**config.mk**
```make
export PLATFORM = sky130hd
export DESIGN_NAME = trc_pair_rules
export DESIGN_NICKNAME = d
export VERILOG_FILES = /design/src/rtl/trc_pkg.sv /design/src/rtl/trc_pair_rules.sv
export SDC_FILE = /design/constraint.sdc
export NUM_CORES = 1
export LEC_CHECK = 0
export ABC_AREA = 1
export BUFFER_PORTS_ARGS = -buffer_cell sky130_fd_sc_hd__buf_2
export CAP_MARGIN = 20
export CORE_AREA = 2 2 254 256
export DETAILED_ROUTE_END_ITERATION = 7
export DIE_AREA = 0 0 256 258
export PLACE_DENSITY = 0.36
export SYNTH_ARGS = -nofsm -noshare
export SYNTH_HDL_FRONTEND = slang
export SYNTH_SLANG_ARGS = --single-unit
```
**constraint.sdc**
```tcl
create_clock -name vclk -period 5.2
set_input_delay 1.04 -clock vclk [all_inputs]
set_output_delay 1.04 -clock vclk [all_outputs]
set_load 0.03 [all_outputs]
```
**src/rtl/trc_pkg.sv**
```systemverilog
`timescale 1ns/1ps
package trc_pkg;
    parameter int unsigned STEP_W = 32;
    parameter int unsigned ADDR_W = 32;
    parameter int unsigned LIMBS  = 8;
    parameter int unsigned LIMB_W = 32;
    parameter int unsigned SEL_W  = 2;
    localparam int unsigned VAL_W = LIMBS * LIMB_W;

    localparam int unsigned ERR_SEL      = 0;
    localparam int unsigned ERR_WRNOP    = 1;
    localparam int unsigned ERR_ADDRHOLD = 2;
    localparam int unsigned ERR_ORDER    = 3;
    localparam int unsigned ERR_CARRY    = 4;
    localparam int unsigned ERR_ZERO     = 5;
    localparam int unsigned ERR_FIRSTWR  = 6;
    localparam int unsigned ERR_FINAL    = 7;
    localparam int unsigned ERR_PAD      = 8;
    localparam int unsigned ERR_LEN      = 9;
    localparam int unsigned NUM_ERR      = 10;

    typedef struct packed {
        logic [STEP_W-1:0] step;
        logic [SEL_W-1:0]  op;
        logic [SEL_W-1:0]  wr;
        logic [SEL_W-1:0]  last;
        logic [ADDR_W-1:0] addr;
        logic              fin;
        logic [VAL_W-1:0]  val;
    } row_t;

    typedef struct packed {
        logic [STEP_W-1:0] step;
        logic [SEL_W-1:0]  op;
        logic [SEL_W-1:0]  last;
        logic [ADDR_W-1:0] addr;
        logic [VAL_W-1:0]  val;
    } prior_t;
endpackage

```
**src/rtl/trc_pair_rules.sv**
```systemverilog
`timescale 1ns/1ps
module trc_pair_rules
    import trc_pkg::*;
#(
    parameter int unsigned ROWS = 8
) (
    input  logic               pair_ok_i,
    input  logic [STEP_W-1:0]  cur_step_i,
    input  logic [SEL_W-1:0]   cur_op_i,
    input  logic [SEL_W-1:0]   cur_wr_i,
    input  logic [ADDR_W-1:0]  cur_addr_i,
    input  logic [VAL_W-1:0]   cur_val_i,
    input  logic [STEP_W-1:0]  prv_step_i,
    input  logic [SEL_W-1:0]   prv_op_i,
    input  logic [SEL_W-1:0]   prv_last_i,
    input  logic [ADDR_W-1:0]  prv_addr_i,
    input  logic [VAL_W-1:0]   prv_val_i,
    output logic [NUM_ERR-1:0] viol_o
);
    localparam logic [SEL_W-1:0] SEL_ONE  = SEL_W'(1);
    localparam logic [SEL_W-1:0] SEL_ZERO = '0;

    logic [LIMBS-1:0] limb_eq;
    logic [LIMBS-1:0] limb_zero;

    for (genvar k = 0; k < LIMBS; k++) begin : g_limb
        assign limb_eq[k]   = cur_val_i[k*LIMB_W +: LIMB_W] == prv_val_i[k*LIMB_W +: LIMB_W];
        assign limb_zero[k] = cur_val_i[k*LIMB_W +: LIMB_W] == '0;
    end

    logic [STEP_W-1:0] step_gap;
    logic [ADDR_W-1:0] addr_gap;
    logic              cur_write, grp_end, grp_hold, step_ok, addr_ok;

    always_comb begin
        viol_o    = '0;
        step_gap  = cur_step_i - prv_step_i;
        addr_gap  = cur_addr_i - prv_addr_i;
        step_ok   = (step_gap != '0) && (step_gap <= STEP_W'(ROWS));
        addr_ok   = (addr_gap != '0) && (addr_gap <= ADDR_W'(ROWS));
        cur_write = (cur_op_i == SEL_ONE) && (cur_wr_i == SEL_ONE);
        grp_end   = prv_last_i == SEL_ONE;
        grp_hold  = prv_last_i == SEL_ZERO;
        if (pair_ok_i) begin
            viol_o[ERR_ADDRHOLD] = grp_hold && (cur_addr_i != prv_addr_i);
            viol_o[ERR_ORDER]    = grp_end ? !addr_ok : !step_ok;
            viol_o[ERR_CARRY]    = !cur_write && grp_hold && !(&limb_eq);
            viol_o[ERR_ZERO]     = !cur_write && grp_end && !(&limb_zero);
            if (cur_op_i == SEL_ZERO) begin
                if (prv_op_i == SEL_ZERO) begin
                    viol_o[ERR_PAD] = (cur_step_i != prv_step_i + STEP_W'(1))
                                   || (cur_addr_i != prv_addr_i);
                end else begin
                    viol_o[ERR_PAD] = cur_addr_i != prv_addr_i + ADDR_W'(1);
                end
            end else begin
                viol_o[ERR_PAD] = prv_op_i == SEL_ZERO;
            end
        end
    end
endmodule

```
-- Word-level counts from Yosys, hierarchy flattened
Cells that the tools add are included.
- register bits: 0
- input port bits: 649
- word-level logic and storage cells: 54
- add/sub/neg operators: 4
- magnitude comparators: 2
- eq/ne operators: 14
- multiplexer cells: 5
- reductions and logical operators: 29
- operators by type and width (cell ; number):
    $eq A32 B32 Y1 ; 8
    $logic_not A32 Y1 ; 8
    $ne A32 B32 Y1 ; 3
    $add A32 B1 Y32 const B ; 2
    $le A32 B4 Y1 const B ; 2
    $reduce_bool A32 Y1 ; 2
    $sub A32 B32 Y32 ; 2
    $reduce_and A8 Y1 ; 2
    $logic_and A1 B1 Y1 ; 8
    $eq A2 B1 Y1 const B ; 3
    $logic_not A2 Y1 ; 3
    $logic_not A1 Y1 ; 5
    $mux W1 ; 4
    $mux W4 ; 1
    $logic_or A1 B1 Y1 ; 1

-- Logic depth before layout (Yosys ltp)
Gate-level depths: netlist of run 1.
- depth after elaboration: 6
- gate-level depth with buffers: 20
- gate-level depth less buffers: 20

-- Worst setup path before layout of run 1
No wires, ideal clock.
- kind: input to output
- start: input port prv_step_i[19]
- end: output port viol_o[3]
- arrival time: 2.905 ns
- required time: 4.160 ns
- path slack: 1.255 ns
- stages: 13
- buffers on the path: 0
- cell sequence: inv_1 -> ha_1 -> nand2_1 -> nor2_1 -> inv_1 -> nor3_1 -> nand2_1 -> o21ai_0 -> xor2_1 -> nor2_1 -> nand2_1 -> nand2_1 -> nor2_1
- cells in the longest elaborated chain, start to end: 6
- RTL lines (item ; RTL line ; source):
    start, declared ; trc_pair_rules.sv:13 ; input logic [STEP_W-1:0] prv_step_i,
    $sub A32 B32 Y32 (*) ; trc_pair_rules.sv:37 ; step_gap = cur_step_i - prv_step_i;
    $le A32 B4 Y1 or $reduce_bool A32 Y1 (tied branches) ; trc_pair_rules.sv:39 ; step_ok = (step_gap != '0) && (step_gap <= STEP_W'(ROWS));
    $logic_and A1 B1 Y1 (*) ; trc_pair_rules.sv:39 ;
    $logic_not A1 Y1 (*) ; trc_pair_rules.sv:46 ; viol_o[ERR_ORDER] = grp_end ? !addr_ok : !step_ok;
    $mux W1 (*) ; trc_pair_rules.sv:46 ;
    $mux W4 (*) ; trc_pair_rules.sv:44 ; if (pair_ok_i) begin
    end, declared ; trc_pair_rules.sv:18 ; output logic [NUM_ERR-1:0] viol_o
Every way passes the cells marked *; elsewhere a longest branch is shown, timed or not.

-- Worst setup path after layout of run 1
- start: input port prv_addr_i[27]
- end: output port viol_o[8]
- cells in the longest elaborated chain, start to end: 5
- RTL lines (item ; RTL line ; source):
    start, declared ; trc_pair_rules.sv:16 ; input logic [ADDR_W-1:0] prv_addr_i,
    $add A32 B1 Y32 or $ne A32 B32 Y1 (tied branches) ; trc_pair_rules.sv:54, trc_pair_rules.sv:52 ;
    $ne A32 B32 Y1 or $logic_or A1 B1 Y1 (tied branches) ; trc_pair_rules.sv:54, trc_pair_rules.sv:52 ;
    $mux W1 (*) ; trc_pair_rules.sv:50 ; if (prv_op_i == SEL_ZERO) begin
    $mux W1 (*) ; trc_pair_rules.sv:49 ; if (cur_op_i == SEL_ZERO) begin
    $mux W1 (*) ; trc_pair_rules.sv:44 ;
Marked as above.

==> flow_results.xml, run 1 <==
<?xml version="1.0" encoding="UTF-8"?>
<metrics>
  <group name="layout">
    <metric name="final_common_cell" unit="">nand2_1</metric>
    <metric name="num-clock-buffers" unit="">0</metric>
    <metric name="finalNetCount" unit="">3611</metric>
    <metric name="filler_cell_count" unit="">7632</metric>
    <metric name="post_route_cells_drive_above_1_share" unit="">0.254</metric>
    <metric name="synthToLayoutAreaGrowth" unit="%">37.5</metric>
    <metric name="area_of_all_sequential_standard_cells" unit="um^2">0</metric>
    <metric name="sequential_cell_total" unit="">0</metric>
    <metric name="mostFrequentLayoutCells" unit="">701 x nand2_1, 654 x buf_2, 388 x inv_1, 215 x nor2_1, 150 x xor2_1</metric>
    <metric name="layout.cells.non_filler" unit="">3770</metric>
  </group>
  <group name="min_path">
    <metric name="worst_hold_startpoint" unit="">pair_ok_i</metric>
    <metric name="holdCritPathClass" unit="">in -&gt; out</metric>
    <metric name="hold_end" unit="">viol_o[3]</metric>
    <metric name="holdPathStages" unit="">4</metric>
  </group>
  <group name="routing">
    <metric name="dr.first_iter.drc_count" unit="">774</metric>
    <metric name="antenna_violating_nets_post_route" unit="">0</metric>
    <metric name="avgRoutedWirePerCell" unit="um">22.2</metric>
    <metric name="first_pass_iters" unit="">5</metric>
    <metric name="average_vias_per_placed_instance" unit="">4.45</metric>
    <metric name="detail_route.wirelength" unit="um">83700</metric>
    <metric name="remaining_design_rule_violation_count" unit="">0</metric>
    <metric name="route.vias.total" unit="">16800</metric>
  </group>
  <group name="timing">
    <metric name="setup_repair_after_global_routing_missed_its_margin" unit="">no</metric>
    <metric name="final-setup-viol-count" unit="">0</metric>
    <metric name="timing.final.ws_setup" unit="ns">0.397</metric>
    <metric name="final-max-slew-violation-count" unit="">0</metric>
    <metric name="layout_min_cycle_time" unit="ns">4.80</metric>
    <metric name="final-hold-violation-count" unit="">0</metric>
    <metric name="crit_share_post_route" unit="">0.924</metric>
    <metric name="fin_tns_setup" unit="ns">0</metric>
    <metric name="maxSlewHeadroom" unit="">0.437</metric>
    <metric name="transition_at_the_pin_with_the_smallest_max_transition_slack" unit="ns">0.837</metric>
    <metric name="max_freq" unit="MHz">208</metric>
  </group>
  <group name="placed_design">
    <metric name="globalplace.congestion" unit="">1.00</metric>
    <metric name="port_buffers" unit="">654</metric>
    <metric name="dp_slack" unit="ns">0.284</metric>
    <metric name="place.detailed.instances" unit="">3751</metric>
    <metric name="hpwl" unit="um">79400</metric>
  </group>
  <group name="critical_path">
    <metric name="timing_worst_setup_path_type" unit="">in -&gt; out</metric>
    <metric name="timing.critical_path.required" unit="ns">4.16</metric>
    <metric name="cp_bufs_invs" unit="">4</metric>
    <metric name="cpMaxStageDelayCell" unit="">ha_1</metric>
    <metric name="cells_along_the_critical_path" unit="">buf_2 -&gt; inv_1 -&gt; ha_1 -&gt; nand2_1 -&gt; nor2_1 -&gt; nand3_1 -&gt; nor2_1 -&gt; nand3_1 -&gt; nor2_1 -&gt; nand3_1 -&gt; nor2_1 -&gt; nand3_1 -&gt; nor2_1 -&gt; nor2_1 -&gt; nand2_1 -&gt; inv_1 -&gt; buf_2</metric>
    <metric name="critPathTopFamily" unit="">simple AND/OR/NAND/NOR gates</metric>
    <metric name="delay_of_the_slowest_critical_path_stage" unit="ns">0.44</metric>
    <metric name="cpMostUsedCell" unit="">nor2_1</metric>
    <metric name="critical_path_arrival" unit="ns">3.76</metric>
    <metric name="worst_setup_ep_type" unit="">output pin</metric>
    <metric name="max_fanout_on_critical_path" unit="">7</metric>
    <metric name="worstSetupStartpointType" unit="">primary input</metric>
  </group>
  <group name="synth">
    <metric name="syn_area_per_cell" unit="um^2">5.24</metric>
    <metric name="ys.warnings.count" unit="">0</metric>
    <metric name="synth_seq_area_share" unit="">0</metric>
    <metric name="post_synth_instance_area" unit="mm^2">0.0117</metric>
    <metric name="synth_cells" unit="">2239</metric>
    <metric name="synth.distinct_cells" unit="">40</metric>
  </group>
  <group name="global_route">
    <metric name="grt_first_pass_wirelength" unit="um">117000</metric>
    <metric name="grt_max_degree" unit="">8</metric>
    <metric name="number_of_antenna_violations_at_the_first_check_in_global_routing" unit="">50</metric>
    <metric name="grt_remaining_overflow" unit="">0</metric>
    <metric name="grt_use_total" unit="">0.243</metric>
    <metric name="first_global_vias" unit="">17300</metric>
  </group>
  <group name="pwr">
    <metric name="share_clk_of_total_power" unit="">0</metric>
    <metric name="pwr_density_cell" unit="mW/mm^2">89.5</metric>
    <metric name="power.static_leakage" unit="uW">0.00902</metric>
    <metric name="internal-power" unit="uW">569</metric>
    <metric name="power.sequential.fraction" unit="">0</metric>
    <metric name="vdd_ir_drop_max" unit="V">0.0000307</metric>
    <metric name="post-layout-total-power" unit="uW">1440</metric>
    <metric name="switching_power" unit="uW">874</metric>
    <metric name="power_switching_share" unit="">0.606</metric>
    <metric name="comb_power_share" unit="">1.000</metric>
  </group>
  <group name="floorplan">
    <metric name="initial_core_util" unit="">0.184</metric>
    <metric name="coreArea" unit="mm^2">0.0636</metric>
    <metric name="core.rowCount" unit="">93</metric>
    <metric name="floorplan.io_pins" unit="">659</metric>
    <metric name="die_w" unit="um">256</metric>
    <metric name="floorplan.die.height" unit="um">258</metric>
    <metric name="die_area" unit="mm^2">0.0660</metric>
  </group>
  <group name="run_status">
    <metric name="status" unit="">finished, final reports clean</metric>
  </group>
  <group name="cts">
    <metric name="cts-hold-fix-buffers" unit="">0</metric>
    <metric name="cts_post_setup_buffers_inserted" unit="">0</metric>
    <metric name="post_cts.resized_instances" unit="">0</metric>
  </group>
  <group name="run">
    <metric name="maxCapViolations" unit="">0</metric>
  </group>
</metrics>
## stage by stage
stage	utilization	area [um^2]	hold slack, ns
global placement	0.253	16100	2.53
global route	0.253	16100	2.55
detailed placement	0.253	16100	2.53
CTS	0.253	16100	2.53
floorplan	-	11700	2.24
finish	0.253	16100	2.52
## layer usage
layer / track usage / routed length [um] / vias to the layer above
li1: - / - / 8455
met1: 0.249 / 31300 / 7642
met2: 0.494 / 45100 / 522
met3: 0.0488 / 4440 / 124
met4: 0.0580 / 2590 / 36
met5: 0 / 247 / -
## Yosys cell counts (all sizes together) (5+ instances only)
cell type / count / share of area
a21o: 6 / 0.0038
a21oi: 49 / 0.021
and2: 6 / 0.0032
buf: 5 / 0.0032
ha: 64 / 0.068
inv: 392 / 0.13
nand2: 708 / 0.23
nand3: 152 / 0.069
nand3b: 24 / 0.015
nand4: 74 / 0.040
nor2: 230 / 0.082
nor3: 59 / 0.028
nor4: 87 / 0.046
o21ai: 33 / 0.014
o21bai: 7 / 0.0045
or2: 43 / 0.023
xnor2: 129 / 0.096
xor2: 150 / 0.11
## final cells by class
cell class                      instances  area, um^2  share of cell area
Multi-Input combinational cell       1846       10200               0.635
Timing Repair Buffer                  658        3300               0.205
Inverter                              392        1470              0.0913
Tap cell                              855        1070              0.0664
Antenna cell                           19        47.5             0.00295
## power groups by stage
stage               Clock, uW  Combinational [uW]  Sequential, uW
finish               0.000492                1440               0
global route         0.000180                1610               0
global placement            0                1460               0
detailed placement          0                1450               0
floorplan                   0                 779               0
CTS                         0                1450               0
## tightest hold or removal path, delay by kind of cell
family        cells  cell delay (ns)
simple gates      2             0.14
buf+inv           2             0.30
## logic make-up after synthesis
kind of cell	after synthesis	synth area share
AND/OR/NAND/NOR	1390	0.540
other	1	0.000320
AO/OA/AOI/OAI	106	0.0502
adder cells (fa/ha/maj)	64	0.0683
buffers and inverters	397	0.129
XOR/XNOR	281	0.212
## worst max-delay path by stage
stage | from | to | slack [ns] | cells after the start
after floorplan | prv_step_i[19] | viol_o[3] | 1.26 | 13
after global placement | prv_addr_i[23] | viol_o[8] | 0.22 | 17
after detailed placement | prv_addr_i[27] | viol_o[8] | 0.28 | 17
after CTS | prv_addr_i[27] | viol_o[8] | 0.28 | 17
after global routing | prv_addr_i[27] | viol_o[8] | 0.13 | 17
final | prv_addr_i[27] | viol_o[8] | 0.40 | 17
No activity file was read; power rests on OpenSTA's default activity.
==> run 2, diff against run 1 <==
--- a/config.mk
+++ b/config.mk
@@ -6,6 +6,7 @@
 export NUM_CORES = 1
 export LEC_CHECK = 0
 export ABC_AREA = 1
+export ABC_CLOCK_PERIOD_IN_PS = 5200
 export BUFFER_PORTS_ARGS = -buffer_cell sky130_fd_sc_hd__buf_2
 export CAP_MARGIN = 20
 export CORE_AREA = 2 2 254 256
==> constraint.sdc (replaced) <==
create_clock -name vclk -period 5.2
set_input_delay 0.52 -clock vclk [all_inputs]
set_output_delay 0.52 -clock vclk [all_outputs]
set_load 0.03 [all_outputs]
==> flow_results.xml, run 2 (synthesis results as in run 1) <==
<?xml version="1.0" encoding="UTF-8"?>
<metrics>
  <group name="critical_path">
    <metric name="timing.critical_path.required" unit="ns">4.68</metric>
    <metric name="cells_along_the_critical_path" unit="">buf_2 -&gt; inv_1 -&gt; ha_1 -&gt; nand2_1 -&gt; nor2_1 -&gt; nand3_1 -&gt; nor2_1 -&gt; nand3_1 -&gt; nor2_1 -&gt; nand3_1 -&gt; nor2_1 -&gt; nand3_1 -&gt; nor2_1 -&gt; nor2_1 -&gt; nand2_1 -&gt; inv_1 -&gt; buf_2</metric>
    <metric name="critPathLaunch" unit="">prv_addr_i[24]</metric>
    <metric name="worstSetupStartpointType" unit="">primary input</metric>
    <metric name="cpMostUsedCell" unit="">nor2_1</metric>
    <metric name="max_fanout_on_critical_path" unit="">5</metric>
    <metric name="delay_of_the_slowest_critical_path_stage" unit="ns">0.41</metric>
    <metric name="cpMaxStageDelayCell" unit="">ha_1</metric>
    <metric name="worst_setup_ep_type" unit="">output pin</metric>
    <metric name="critPathTopFamily" unit="">simple AND/OR/NAND/NOR gates</metric>
    <metric name="timing_worst_setup_path_type" unit="">in -&gt; out</metric>
    <metric name="critical_path_arrival" unit="ns">3.29</metric>
    <metric name="cp_bufs_invs" unit="">4</metric>
  </group>
  <group name="routing">
    <metric name="route.vias.total" unit="">16700</metric>
    <metric name="first_pass_iters" unit="">5</metric>
    <metric name="antenna_violating_nets_post_route" unit="">0</metric>
    <metric name="dr.first_iter.drc_count" unit="">882</metric>
    <metric name="average_vias_per_placed_instance" unit="">4.44</metric>
    <metric name="avgRoutedWirePerCell" unit="um">21.7</metric>
    <metric name="remaining_design_rule_violation_count" unit="">0</metric>
    <metric name="detail_route.wirelength" unit="um">81600</metric>
  </group>
  <group name="timing">
    <metric name="max_freq" unit="MHz">263</metric>
    <metric name="final-setup-viol-count" unit="">0</metric>
    <metric name="crit_share_post_route" unit="">0.732</metric>
    <metric name="transition_at_the_pin_with_the_smallest_max_transition_slack" unit="ns">0.912</metric>
    <metric name="layout_min_cycle_time" unit="ns">3.81</metric>
    <metric name="setup_repair_after_global_routing_missed_its_margin" unit="">no</metric>
    <metric name="final-hold-violation-count" unit="">0</metric>
    <metric name="final-max-slew-violation-count" unit="">0</metric>
    <metric name="maxSlewHeadroom" unit="">0.386</metric>
    <metric name="fin_tns_setup" unit="ns">0</metric>
  </group>
  <group name="cts">
    <metric name="cts_post_setup_buffers_inserted" unit="">0</metric>
    <metric name="cts-hold-fix-buffers" unit="">0</metric>
    <metric name="post_cts.resized_instances" unit="">0</metric>
  </group>
  <group name="layout">
    <metric name="mostFrequentLayoutCells" unit="">701 x nand2_1, 654 x buf_2, 388 x inv_1, 215 x nor2_1, 150 x xor2_1</metric>
    <metric name="utilization" unit="">0.253</metric>
    <metric name="area_of_all_sequential_standard_cells" unit="um^2">0</metric>
    <metric name="filler_cell_count" unit="">7598</metric>
    <metric name="sequential_cell_total" unit="">0</metric>
    <metric name="finalNetCount" unit="">3607</metric>
    <metric name="num-clock-buffers" unit="">0</metric>
    <metric name="synthToLayoutAreaGrowth" unit="%">37.2</metric>
    <metric name="final_common_cell" unit="">nand2_1</metric>
    <metric name="post_route_cells_drive_above_1_share" unit="">0.253</metric>
    <metric name="area_of_all_placed_cells_without_fillers" unit="mm^2">0.0161</metric>
  </group>
  <group name="pwr">
    <metric name="internal-power" unit="uW">568</metric>
    <metric name="vdd_ir_drop_max" unit="V">0.0000288</metric>
    <metric name="comb_power_share" unit="">1.000</metric>
    <metric name="pwr_density_cell" unit="mW/mm^2">90.1</metric>
    <metric name="switching_power" unit="uW">881</metric>
    <metric name="power_switching_share" unit="">0.608</metric>
    <metric name="power.sequential.fraction" unit="">0</metric>
    <metric name="power.static_leakage" unit="uW">0.00900</metric>
    <metric name="share_clk_of_total_power" unit="">0</metric>
  </group>
  <group name="global_route">
    <metric name="first_global_vias" unit="">17200</metric>
    <metric name="grt_use_total" unit="">0.237</metric>
    <metric name="grt_remaining_overflow" unit="">0</metric>
    <metric name="grt_max_degree" unit="">8</metric>
    <metric name="grt_first_pass_wirelength" unit="um">115000</metric>
    <metric name="number_of_antenna_violations_at_the_first_check_in_global_routing" unit="">39</metric>
  </group>
  <group name="floorplan">
    <metric name="floorplan.io_pins" unit="">659</metric>
    <metric name="initial_core_util" unit="">0.184</metric>
    <metric name="core.rowCount" unit="">93</metric>
    <metric name="floorplan.die.height" unit="um">258</metric>
    <metric name="die_w" unit="um">256</metric>
    <metric name="die_area" unit="mm^2">0.0660</metric>
    <metric name="coreArea" unit="mm^2">0.0636</metric>
  </group>
  <group name="placed_design">
    <metric name="globalplace.congestion" unit="">1.04</metric>
    <metric name="post_dp_cell_area" unit="mm^2">0.0160</metric>
    <metric name="port_buffers" unit="">654</metric>
    <metric name="hpwl" unit="um">77500</metric>
  </group>
  <group name="min_path">
    <metric name="holdCritPathClass" unit="">in -&gt; out</metric>
    <metric name="worst_hold_startpoint" unit="">prv_last_i[0]</metric>
  </group>
  <group name="run">
    <metric name="maxCapViolations" unit="">0</metric>
  </group>
  <group name="run_status">
    <metric name="status" unit="">finished, final reports clean</metric>
  </group>
</metrics>
==> run 2: cell types whose count changed in the layout (fill, tap and decap cells not counted), sizes merged <==
cell	change
buf	-4
diode	-4
==> run 2: cell type report <==
type / count / area [um^2] / share of cell area
multi-input combinational: 1846 / 10200 / 0.636
timing repair buffer: 654 / 3270 / 0.204
inverter: 392 / 1470 / 0.0915
tap: 855 / 1070 / 0.0665
antenna: 15 / 37.5 / 0.00233
==> run 2: routing by layer <==
layer / vias to the layer above / track usage / wire length [um]
li1: 8451 / - / -
met1: 7581 / 0.256 / 31300
met2: 560 / 0.470 / 43100
met3: 94 / 0.0387 / 4450
met4: 28 / 0.0638 / 2590
met5: - / 0 / 171
==> run 2: metrics by stage <==
stage / hold slack (ns) / total power (uW) / setup slack (ns) / std cells
6_report: 1.48 / 1450 / 1.39 / 3762
5_1_grt: 1.51 / 1610 / 1.17 / 3756
2_1_floorplan: 1.20 / 779 / 2.30 / 2243
3_5_place_dp: 1.49 / 1450 / 1.31 / 3747
3_3_place_gp: 1.49 / 1450 / 1.29 / 3747
4_1_cts: 1.49 / 1460 / 1.29 / 3747
==> run 2: path summary, 6_finish.rpt <==
kind                        end  slack (ns)  depth (start not counted)
worst min-delay path  viol_o[4]        1.48                          5
worst max-delay path  viol_o[8]        1.39                         17
==> run 2: tightest hold or removal path, cell delays in order <==
cell	delay [ns]
buf_2	0.09
nor3_1	0.05
nand2_1	0.07
nor2_1	0.04
buf_2	0.19
==> run 2: power by group through the flow <==
stage,clock (uW),combinational [uW],sequential [uW]
2_1_floorplan,0,779,0
3_3_place_gp,0,1450,0
3_5_place_dp,0,1450,0
4_1_cts,0,1460,0
5_1_grt,0.000232,1610,0
6_report,0.000388,1450,0
==> run 3, diff against run 2 <==
--- a/config.mk
+++ b/config.mk
@@ -6,13 +6,13 @@
 export NUM_CORES = 1
 export LEC_CHECK = 0
 export ABC_AREA = 1
-export ABC_CLOCK_PERIOD_IN_PS = 5200
+export ABC_CLOCK_PERIOD_IN_PS = 3300
 export BUFFER_PORTS_ARGS = -buffer_cell sky130_fd_sc_hd__buf_2
 export CAP_MARGIN = 20
 export CORE_AREA = 2 2 254 256
 export DETAILED_ROUTE_END_ITERATION = 7
 export DIE_AREA = 0 0 256 258
-export PLACE_DENSITY = 0.36
+export PLACE_DENSITY = 0.38
 export SYNTH_ARGS = -nofsm -noshare
 export SYNTH_HDL_FRONTEND = slang
 export SYNTH_SLANG_ARGS = --single-unit
==> constraint.sdc (replaced) <==
create_clock -name vclk -period 3.3
set_input_delay 0.33 -clock vclk [all_inputs]
set_output_delay 0.33 -clock vclk [all_outputs]
set_load 0.03 [all_outputs]
==> flow_results.xml, run 3 (synthesis results as in run 1) <==
<?xml version="1.0" encoding="UTF-8"?>
<metrics>
  <group name="run_status">
    <metric name="status" unit="">finished, final reports clean</metric>
  </group>
  <group name="timing">
    <metric name="final-setup-viol-count" unit="">0</metric>
    <metric name="final-max-slew-violation-count" unit="">0</metric>
    <metric name="max_freq" unit="MHz">322</metric>
    <metric name="setup_repair_after_global_routing_missed_its_margin" unit="">yes</metric>
    <metric name="final-hold-violation-count" unit="">0</metric>
    <metric name="crit_share_post_route" unit="">0.942</metric>
    <metric name="timing.final.ws_setup" unit="ns">0.191</metric>
    <metric name="transition_at_the_pin_with_the_smallest_max_transition_slack" unit="ns">0.763</metric>
    <metric name="layout_min_cycle_time" unit="ns">3.11</metric>
    <metric name="maxSlewHeadroom" unit="">0.486</metric>
    <metric name="holdWs" unit="ns">1.13</metric>
  </group>
  <group name="global_route">
    <metric name="grt_max_degree" unit="">8</metric>
    <metric name="grt_first_pass_wirelength" unit="um">118000</metric>
    <metric name="first_global_vias" unit="">16800</metric>
    <metric name="number_of_antenna_violations_at_the_first_check_in_global_routing" unit="">63</metric>
    <metric name="grt_use_total" unit="">0.245</metric>
    <metric name="grt_remaining_overflow" unit="">0</metric>
  </group>
  <group name="floorplan">
    <metric name="die_w" unit="um">256</metric>
    <metric name="coreArea" unit="mm^2">0.0636</metric>
    <metric name="die_area" unit="mm^2">0.0660</metric>
    <metric name="initial_core_util" unit="">0.184</metric>
    <metric name="floorplan.io_pins" unit="">659</metric>
    <metric name="core.rowCount" unit="">93</metric>
    <metric name="floorplan.die.height" unit="um">258</metric>
  </group>
  <group name="routing">
    <metric name="antenna_violating_nets_post_route" unit="">0</metric>
    <metric name="route.vias.total" unit="">16900</metric>
    <metric name="avgRoutedWirePerCell" unit="um">22.3</metric>
    <metric name="remaining_design_rule_violation_count" unit="">0</metric>
    <metric name="detail_route.wirelength" unit="um">84500</metric>
    <metric name="dr.first_iter.drc_count" unit="">1170</metric>
    <metric name="average_vias_per_placed_instance" unit="">4.45</metric>
    <metric name="first_pass_iters" unit="">6</metric>
  </group>
  <group name="cts">
    <metric name="cts-hold-fix-buffers" unit="">0</metric>
    <metric name="post_cts.resized_instances" unit="">0</metric>
    <metric name="cts_post_setup_buffers_inserted" unit="">0</metric>
  </group>
  <group name="critical_path">
    <metric name="critPathLaunch" unit="">prv_step_i[23]</metric>
    <metric name="critical_path_arrival" unit="ns">2.78</metric>
    <metric name="cpMostUsedCell" unit="">nand2_1</metric>
    <metric name="timing.critical_path.required" unit="ns">2.97</metric>
    <metric name="delay_of_the_slowest_critical_path_stage" unit="ns">0.42</metric>
    <metric name="timing_worst_setup_path_type" unit="">in -&gt; out</metric>
    <metric name="max_fanout_on_critical_path" unit="">5</metric>
    <metric name="cells_along_the_critical_path" unit="">buf_2 -&gt; inv_1 -&gt; ha_2 -&gt; nand2_1 -&gt; nor2_1 -&gt; nand2_1 -&gt; nor3_1 -&gt; nand2_1 -&gt; nand3_1 -&gt; nand2_1 -&gt; nand2_1 -&gt; nand3_1 -&gt; nor3_1 -&gt; nand2_1 -&gt; nand2_1 -&gt; nor2_1 -&gt; buf_2</metric>
    <metric name="worst_setup_ep_type" unit="">output pin</metric>
    <metric name="cpMaxStageDelayCell" unit="">ha_2</metric>
    <metric name="worstSetupStartpointType" unit="">primary input</metric>
  </group>
  <group name="layout">
    <metric name="area_of_all_sequential_standard_cells" unit="um^2">0</metric>
    <metric name="synthToLayoutAreaGrowth" unit="%">39.0</metric>
    <metric name="num-clock-buffers" unit="">0</metric>
    <metric name="area_used_by_multi_input_combinational_logic" unit="mm^2">0.0103</metric>
    <metric name="sequential_cell_total" unit="">0</metric>
    <metric name="area_of_all_placed_cells_without_fillers" unit="mm^2">0.0163</metric>
    <metric name="filler_cell_count" unit="">7570</metric>
    <metric name="post_route_cells_drive_above_1_share" unit="">0.264</metric>
    <metric name="final_common_cell" unit="">nand2_1</metric>
    <metric name="mostFrequentLayoutCells" unit="">697 x nand2_1, 654 x buf_2, 387 x inv_1, 210 x nor2_1, 150 x xor2_1</metric>
    <metric name="finalNetCount" unit="">3625</metric>
    <metric name="layout.cells.non_filler" unit="">3787</metric>
  </group>
  <group name="placed_design">
    <metric name="port_buffers" unit="">654</metric>
    <metric name="hpwl" unit="um">79900</metric>
    <metric name="post_dp_cell_area" unit="mm^2">0.0162</metric>
    <metric name="globalplace.congestion" unit="">1.05</metric>
    <metric name="place.detailed.instances" unit="">3765</metric>
    <metric name="dp_slack" unit="ns">0.171</metric>
  </group>
  <group name="min_path">
    <metric name="worst_hold_startpoint" unit="">pair_ok_i</metric>
    <metric name="holdCritPathClass" unit="">in -&gt; out</metric>
    <metric name="holdPathStages" unit="">4</metric>
  </group>
  <group name="pwr">
    <metric name="pwr_density_cell" unit="mW/mm^2">141</metric>
    <metric name="vdd_ir_drop_max" unit="V">0.0000517</metric>
    <metric name="power.static_leakage" unit="uW">0.00908</metric>
  </group>
  <group name="run">
    <metric name="maxCapViolations" unit="">0</metric>
  </group>
</metrics>
run 3: cell types whose count changed in the layout (fill, tap and decap cells not counted), moves of 4 or more:
cell | previous run | this run
ha_1 | 64 | 57
buf_4 | 0 | 18
diode_2 | 15 | 22
nand2_1 | 701 | 697
nand2_2 | 5 | 9
nor2_1 | 215 | 210
nor2_2 | 6 | 11
ha_2 | 0 | 6
run 3: layout make-up:
cell class / count / share of cell area
Multi-Input combinational cell: 1846 / 0.631
Timing Repair Buffer: 672 / 0.209
Inverter: 392 / 0.0903
Tap cell: 855 / 0.0657
Antenna cell: 22 / 0.00338
run 3: metal layers:
metal  vias up  part of all wire  global-route usage
met5         -            0.0020                   0
met4        24             0.028              0.0596
met3       128             0.064              0.0378
met2       661              0.50               0.452
met1      7572              0.41               0.295
li1       8483                 -                   -
run 3: worst paths after layout:
path | slack [ns] | to
max | 0.19 | viol_o[3]
min | 1.13 | viol_o[3]
run 3: critical path, delay by kind of cell:
| kind | cells | cell delay [ns] |
|---|---|---|
| and+or+nand+nor | 13 | 1.58 |
| adders and majority gates | 1 | 0.42 |
| buffers and inverters | 3 | 0.43 |
run 3: where the power goes:
group          switching [uW]  total [uW]  leakage, uW  internal [uW]
registers                   0           0            0              0
clock network               0    0.000900  0.000000139       0.000900
logic                    1380        2290      0.00908            912
run 3: metrics by stage:
stage | TNS [ns] | power (uW) | utilization
global placement | 0 | 2280 | 0.254
global route | -0.0197 | 2550 | 0.255
detailed placement | 0 | 2280 | 0.254
CTS | 0 | 2290 | 0.254
finish | 0 | 2290 | 0.256
floorplan | 0 | 1230 | -
